[config.mk]
export PLATFORM = sky130hd
export DESIGN_NAME = hpt_lookup
export DESIGN_NICKNAME = d
export VERILOG_FILES = /design/src/rtl/hpt_pkg.sv /design/src/rtl/hpt_bucket_table.sv /design/src/rtl/hpt_entry_store.sv /design/src/rtl/hpt_walker.sv /design/src/rtl/hpt_lookup.sv
export SDC_FILE = /design/constraint.sdc
export NUM_CORES = 1
export LEC_CHECK = 0
export BUFFER_PORTS_ARGS = -buffer_cell sky130_fd_sc_hd__buf_2
export CAP_MARGIN = 20
export CORE_ASPECT_RATIO = 1.75
export CORE_MARGIN = 4
export CORE_UTILIZATION = 55
export DETAILED_ROUTE_END_ITERATION = 7
export GPL_ROUTABILITY_DRIVEN = 1
export PLACE_DENSITY_LB_ADDON = 0.15
export SLEW_MARGIN = 20
export SYNTH_ARGS = -nofsm -noshare
export SYNTH_HDL_FRONTEND = slang
export SYNTH_SLANG_ARGS = --single-unit
[constraint.sdc]
create_clock -name clk -period 3.71 [get_ports clk]
set_input_delay 0.742 -clock clk [delete_from_list [all_inputs] [get_ports clk]]
set_output_delay 0.742 -clock clk [all_outputs]
set_load 0.05 [all_outputs]
[src/rtl/hpt_pkg.sv]
package hpt_pkg;

    parameter int VPN_W = 8;
    parameter int PFN_W = 6;
    parameter int PTR_W = 4;
    parameter int BKT_W = 2;

    localparam int HALF_W = VPN_W / 2;
    localparam int N_ENT  = 1 << PTR_W;
    localparam int N_BKT  = 1 << BKT_W;

    typedef logic [VPN_W-1:0] vpn_t;
    typedef logic [PFN_W-1:0] pfn_t;
    typedef logic [PTR_W-1:0] ptr_t;
    typedef logic [BKT_W-1:0] bkt_t;

    localparam ptr_t NULL_PTR = '0;

    typedef struct packed {
        logic vld;
        vpn_t vpn;
        pfn_t pfn;
        ptr_t nxt;
    } chain_elem_t;

    typedef enum logic [1:0] {
        S_IDLE = 2'd0,
        S_WALK = 2'd1,
        S_RESP = 2'd2
    } walk_state_t;

    typedef enum logic [1:0] {
        STEP_NONE = 2'd0,
        STEP_MISS = 2'd1,
        STEP_HIT  = 2'd2,
        STEP_NEXT = 2'd3
    } step_t;

    // Fold the page number in half with XOR and keep the bucket-width low bits.
    function automatic bkt_t hash_vpn(input vpn_t v);
        logic [HALF_W-1:0] folded;
        folded = v[VPN_W-1 -: HALF_W] ^ v[HALF_W-1:0];
        return folded[BKT_W-1:0];
    endfunction

endpackage

[src/rtl/hpt_bucket_table.sv]
module hpt_bucket_table
    import hpt_pkg::*;
(
    input  logic clk,
    input  logic rst,
    input  logic wr_en,
    input  logic wr_head,
    input  ptr_t wr_addr,
    input  ptr_t wr_next,
    input  bkt_t rd_bkt,
    output ptr_t rd_head
);

    ptr_t heads [N_BKT];

    for (genvar b = 0; b < N_BKT; b++) begin : g_head
        always_ff @(posedge clk) begin
            if (rst) begin
                heads[b] <= NULL_PTR;
            end else if (wr_en && wr_head && (wr_addr == PTR_W'(b))) begin
                heads[b] <= wr_next;
            end
        end
    end

    assign rd_head = heads[rd_bkt];

endmodule

[src/rtl/hpt_entry_store.sv]
module hpt_entry_store
    import hpt_pkg::*;
(
    input  logic        clk,
    input  logic        rst,
    input  logic        wr_en,
    input  logic        wr_head,
    input  ptr_t        wr_addr,
    input  chain_elem_t wr_elem,
    input  ptr_t        rd_ptr,
    output chain_elem_t rd_elem
);

    chain_elem_t rows [N_ENT];

    for (genvar g = 0; g < N_ENT; g++) begin : g_row
        if (g == 0) begin : g_null
            // Slot 0 is the null pointer target and never holds data.
            assign rows[g] = '0;
        end else begin : g_data
            always_ff @(posedge clk) begin
                if (rst) begin
                    rows[g] <= '0;
                end else if (wr_en && !wr_head && (wr_addr == PTR_W'(g))) begin
                    rows[g] <= wr_elem;
                end
            end
        end
    end

    assign rd_elem = rows[rd_ptr];

endmodule

[src/rtl/hpt_walker.sv]
module hpt_walker
    import hpt_pkg::*;
#(
    parameter int MAX_HOPS = 6
) (
    input  logic        clk,
    input  logic        rst,
    input  logic        req_valid,
    output logic        req_ready,
    input  vpn_t        req_vpn,
    output logic        rsp_valid,
    input  logic        rsp_ready,
    output logic        rsp_hit,
    output pfn_t        rsp_pfn,
    output bkt_t        head_bkt,
    input  ptr_t        head_ptr,
    output ptr_t        elem_ptr,
    input  chain_elem_t elem
);

    localparam int HOP_W = $clog2(MAX_HOPS + 1);
    localparam logic [HOP_W-1:0] LAST_HOP = HOP_W'(MAX_HOPS - 1);

    walk_state_t      state;
    vpn_t             cur_vpn;
    ptr_t             cur_ptr;
    logic [HOP_W-1:0] hops;
    logic             hit_q;
    pfn_t             pfn_q;
    step_t            step;

    assign head_bkt  = hash_vpn(req_vpn);
    assign elem_ptr  = cur_ptr;
    assign req_ready = (state == S_IDLE);
    assign rsp_valid = (state == S_RESP);
    assign rsp_hit   = hit_q;
    assign rsp_pfn   = pfn_q;

    always_comb begin
        step = STEP_NONE;
        if (state == S_WALK) begin
            if (cur_ptr == NULL_PTR || !elem.vld) begin
                step = STEP_MISS;
            end else if (elem.vpn == cur_vpn) begin
                step = STEP_HIT;
            end else if (hops == LAST_HOP) begin
                step = STEP_MISS;
            end else begin
                step = STEP_NEXT;
            end
        end
    end

    always_ff @(posedge clk) begin
        if (rst) begin
            state   <= S_IDLE;
            cur_vpn <= '0;
            cur_ptr <= NULL_PTR;
            hops    <= '0;
            hit_q   <= 1'b0;
            pfn_q   <= '0;
        end else begin
            unique case (state)
                S_IDLE: begin
                    if (req_valid) begin
                        cur_vpn <= req_vpn;
                        cur_ptr <= head_ptr;
                        hops    <= '0;
                        state   <= S_WALK;
                    end
                end
                S_WALK: begin
                    unique case (step)
                        STEP_HIT: begin
                            hit_q <= 1'b1;
                            pfn_q <= elem.pfn;
                            state <= S_RESP;
                        end
                        STEP_MISS: begin
                            hit_q <= 1'b0;
                            pfn_q <= '0;
                            state <= S_RESP;
                        end
                        STEP_NEXT: begin
                            cur_ptr <= elem.nxt;
                            hops    <= hops + 1'b1;
                        end
                        default: ;
                    endcase
                end
                S_RESP: begin
                    if (rsp_ready) begin
                        state <= S_IDLE;
                    end
                end
                default: state <= S_IDLE;
            endcase
        end
    end

    p_hops_bound_r7: assert property (@(posedge clk) disable iff (rst)
        (state == S_WALK) |-> (hops < HOP_W'(MAX_HOPS)));

    p_null_miss_r4: assert property (@(posedge clk) disable iff (rst)
        (state == S_WALK && cur_ptr == NULL_PTR) |=> (rsp_valid && !rsp_hit));

    p_accept_busy_r8: assert property (@(posedge clk) disable iff (rst)
        (req_valid && req_ready) |=> !req_ready);

    p_hold_rsp_r8: assert property (@(posedge clk) disable iff (rst)
        (rsp_valid && !rsp_ready) |=> (rsp_valid && $stable(rsp_hit) && $stable(rsp_pfn)));

    p_miss_pfn_zero_r10: assert property (@(posedge clk) disable iff (rst)
        (rsp_valid && !rsp_hit) |-> (rsp_pfn == '0));

endmodule

[src/rtl/hpt_lookup.sv]
module hpt_lookup
    import hpt_pkg::*;
#(
    parameter int MAX_HOPS = 6
) (
    input  logic             clk,
    input  logic             rst,
    input  logic             req_valid,
    output logic             req_ready,
    input  logic [VPN_W-1:0] req_vpn,
    output logic             rsp_valid,
    input  logic             rsp_ready,
    output logic             rsp_hit,
    output logic [PFN_W-1:0] rsp_pfn,
    input  logic             wr_en,
    input  logic             wr_head,
    input  logic [PTR_W-1:0] wr_addr,
    input  logic             wr_valid,
    input  logic [VPN_W-1:0] wr_vpn,
    input  logic [PFN_W-1:0] wr_pfn,
    input  logic [PTR_W-1:0] wr_next
);

    bkt_t        head_bkt;
    ptr_t        head_ptr;
    ptr_t        elem_ptr;
    chain_elem_t elem;
    chain_elem_t wr_elem;

    assign wr_elem = '{vld: wr_valid, vpn: wr_vpn, pfn: wr_pfn, nxt: wr_next};

    hpt_bucket_table u_buckets (
        .clk     (clk),
        .rst     (rst),
        .wr_en   (wr_en),
        .wr_head (wr_head),
        .wr_addr (wr_addr),
        .wr_next (wr_next),
        .rd_bkt  (head_bkt),
        .rd_head (head_ptr)
    );

    hpt_entry_store u_store (
        .clk     (clk),
        .rst     (rst),
        .wr_en   (wr_en),
        .wr_head (wr_head),
        .wr_addr (wr_addr),
        .wr_elem (wr_elem),
        .rd_ptr  (elem_ptr),
        .rd_elem (elem)
    );

    hpt_walker #(.MAX_HOPS(MAX_HOPS)) u_walker (
        .clk       (clk),
        .rst       (rst),
        .req_valid (req_valid),
        .req_ready (req_ready),
        .req_vpn   (req_vpn),
        .rsp_valid (rsp_valid),
        .rsp_ready (rsp_ready),
        .rsp_hit   (rsp_hit),
        .rsp_pfn   (rsp_pfn),
        .head_bkt  (head_bkt),
        .head_ptr  (head_ptr),
        .elem_ptr  (elem_ptr),
        .elem      (elem)
    );

endmodule

==> run metrics <==
outcome finished clean; Crit Path Class flip-flop to flip-flop; die area 28700 sq um; Min-Delay Path Class input port to flip-flop; initial DRC count 1046; first-pass GRT wire length 64.4 mm; worst vdd ir 0.385 mV; clk_lat worst skew 570 ps; Final Hold Fails 0; FMAX 0.296 GHz; Post-synth top flop dfxtp_1; clock-pin transition on the worst setup and hold timing paths 70 ps; CTS H-tree depth 1; RSZ-0062 raised after global routing false; post-layout util 61.7%; Synth cell types 59; synthesized netlist cell count 1690; drt pass-1 iters 6; Async S/R FF share, synth 0%; crit share post-route 91.0%; routed len/inst 20.7 um; Final Critical Period 3380 ps; RD Place Congestion 0.927; final routed DRC violation total 0; Synth top area share 43.3%; Sink Count 325; Worst Setup Slack, final 332 ps; # rows 77; Overall Global Routing Usage 28.6%; post-synthesis instance area 14300 sq um; CP Max Fanout 13; Seq/Total Area, Yosys 46.6%; area growth from synthesis to layout 9.77%; vias in the first global route 11454; ANT nets after route 0; Synth top cells by count nand2_1, a21oi_1, dfxtp_1; Setup violations, final 0; core area 25400 sq um; Synth area leaders dfxtp_1, nand2_1, a21oi_1; Initial Utilization 56.2%; Inst Count DP 1962; DR vias 12070; Post-synth EDFFs 16; setup_tns 0 ps; final WL 41.8 mm; critical path startpoint category flip-flop; CP Capture Type flip-flop; CTS tree yes; worst-margin pin slew 1020 ps; DIE WIDTH 130 um; initial antenna violation count 3; area of the multi-input gates 7020 sq um; Max Transition Viols Final 0; count leader, synth nand2_1; area leader, netlist dfxtp_1; synthesis-stage register bit count 325; clk_skew 21.6 ps; root buffer cell clkbuf_16; Reg area 6680 sq um; pwr/cell area 473 nW/um^2; Die H 221 um; largest net degree at the start of global routing 113; Mapped Nets 1731; total grt overflow 0; Longest Clk Path Bufs 3; Mapped Avg Cell Area 8.46 sq um; Boundary Pins 46; crit path DAT 3880 ps; total CTS buffers 30; post-DP HPWL 27.1 mm; Via density 5.97; Rel. slew slack 31.5%; I/O Buffers 45; total number of yosys warnings 0; Cell Count, Final, Fillers Out 2021; Pleak 5.24 nW; post-place setup slack 107 ps; data required time of the worst path 4210 ps; MaxCap Viol Count 0; share of cells above drive strength 1 13.5%; # fillers 2236; # nets final 1721
## cell type report
type                            count  share of cell area, %
Antenna cell                        2                 0.0319
Tap cell                          316                   2.52
Inverter                            3                 0.0717
Timing Repair Buffer               86                   3.60
Clock buffer                       49                   6.14
Clock inverter                      6                  0.391
Multi-Input combinational cell   1234                   44.7
Sequential cell                   325                   42.5
## where the power goes
part           switching (W)  internal (W)
sequential         0.0000511       0.00356
clock                0.00134       0.00184
combinational       0.000410      0.000216
total                0.00180       0.00562
## worst max-delay path, stage by stage (launching register included)
cell,delay (ps)
dfxtp_4,480
clkbuf_8,240
mux2_1,330
o22ai_1,270
o21ai_0,140
nor4b_2,190
a2111oi_4,280
o21ai_2,110
a31o_1,230
ha_1,310
nand2b_2,320
nor2_2,220
a22oi_1,90
nor2_1,100
## what timing repair did
| action | 4_1_cts | 5_1_grt |
|---|---|---|
| setup endpoints to repair | 0 | 7 |
| hold buffers | 0 | 0 |
| gates resized for setup | 0 | 2 |
| endpoints found under the hold margin | 0 | 0 |
| setup buffers | 0 | 2 |
## layer usage
metal / global-route usage, % / share of wire [%] / wire length [um] / vias up
li1: - / - / - / 5703
met1: 35.4 / 38 / 15800 / 5771
met2: 49.2 / 51 / 21300 / 492
met3: 3.76 / 7.1 / 2980 / 102
met4: 12.4 / 4.0 / 1660 / 2
met5: 0 / 0.045 / 19 / -
## state kept, by name, summed over array words and instances, names as in the netlist
| name | count |
|---|---|
| u_buckets.heads | 16 |
| u_store.rows | 285 |
| u_walker.cur_vpn | 8 |
| u_walker.elem_ptr | 4 |
| u_walker.hops | 3 |
| u_walker.rsp_hit | 1 |
| u_walker.rsp_pfn | 6 |
| u_walker.state | 2 |
## stage by stage
stage	area, sq um	hold WS, ps	total power [W]
floorplan	14300	432	0.00413
global placement	14600	439	0.00429
detailed placement	14600	443	0.00430
CTS	15700	409	0.00745
global route	15700	415	0.00765
finish	15700	423	0.00742
## cell families after synthesis
group | synth area share (%)
and+or+nand+nor | 21.4
AOI/OAI and AO/OA | 13.9
DFF | 46.6
buffers and inverters | 4.33
muxes | 12.7
xor gates and xnor gates | 0.612
adders and majority gates | 0.350
## cell usage in the layout, fill, tap and decap left out, types with 3 or more instances in the layout
cell / count
a21oi_1: 314
mux2_4: 3
clkbuf_16: 32
mux2i_1: 13
buf_2: 44
and2_1: 17
nand2b_1: 9
a22oi_1: 5
nor2b_1: 7
nand4_1: 7
a311oi_1: 3
o22ai_1: 8
xnor2_1: 3
buf_4: 38
clkinv_2: 3
clkbuf_8: 11
clkbuf_1: 7
mux2_1: 8
nor4b_2: 3
mux4_2: 57
o21ai_1: 4
a22o_1: 7
ha_1: 4
mux2_2: 15
or3_1: 7
nor4b_1: 3
xor2_1: 7
nand2_1: 625
nor2_1: 45
nor3_2: 3
o21ai_0: 9
a221oi_1: 5
nand3_1: 6
nor3_1: 8
edfxtp_1: 16
a21o_1: 4
dfxtp_1: 306
mux4_1: 4
## final timing paths
check | start | to | slack [ps] | depth (start not counted)
hold / removal | req_vpn[3] | u_walker.cur_vpn[3]$_SDFFE_PP0P_ | 420 | 3
setup / recovery | u_walker.elem_ptr[1]$_SDFFE_PP0P_ | u_walker.rsp_pfn[2]$_SDFFE_PP0P_ | 330 | 13
hold reg to reg | u_store.rows[20]$_SDFFE_PP0P_ | u_store.rows[20]$_SDFFE_PP0P_ | 450 | 2
setup reg to reg | u_walker.elem_ptr[1]$_SDFFE_PP0P_ | u_walker.rsp_pfn[2]$_SDFFE_PP0P_ | 330 | 13
(Power assumes the default switching activity.)
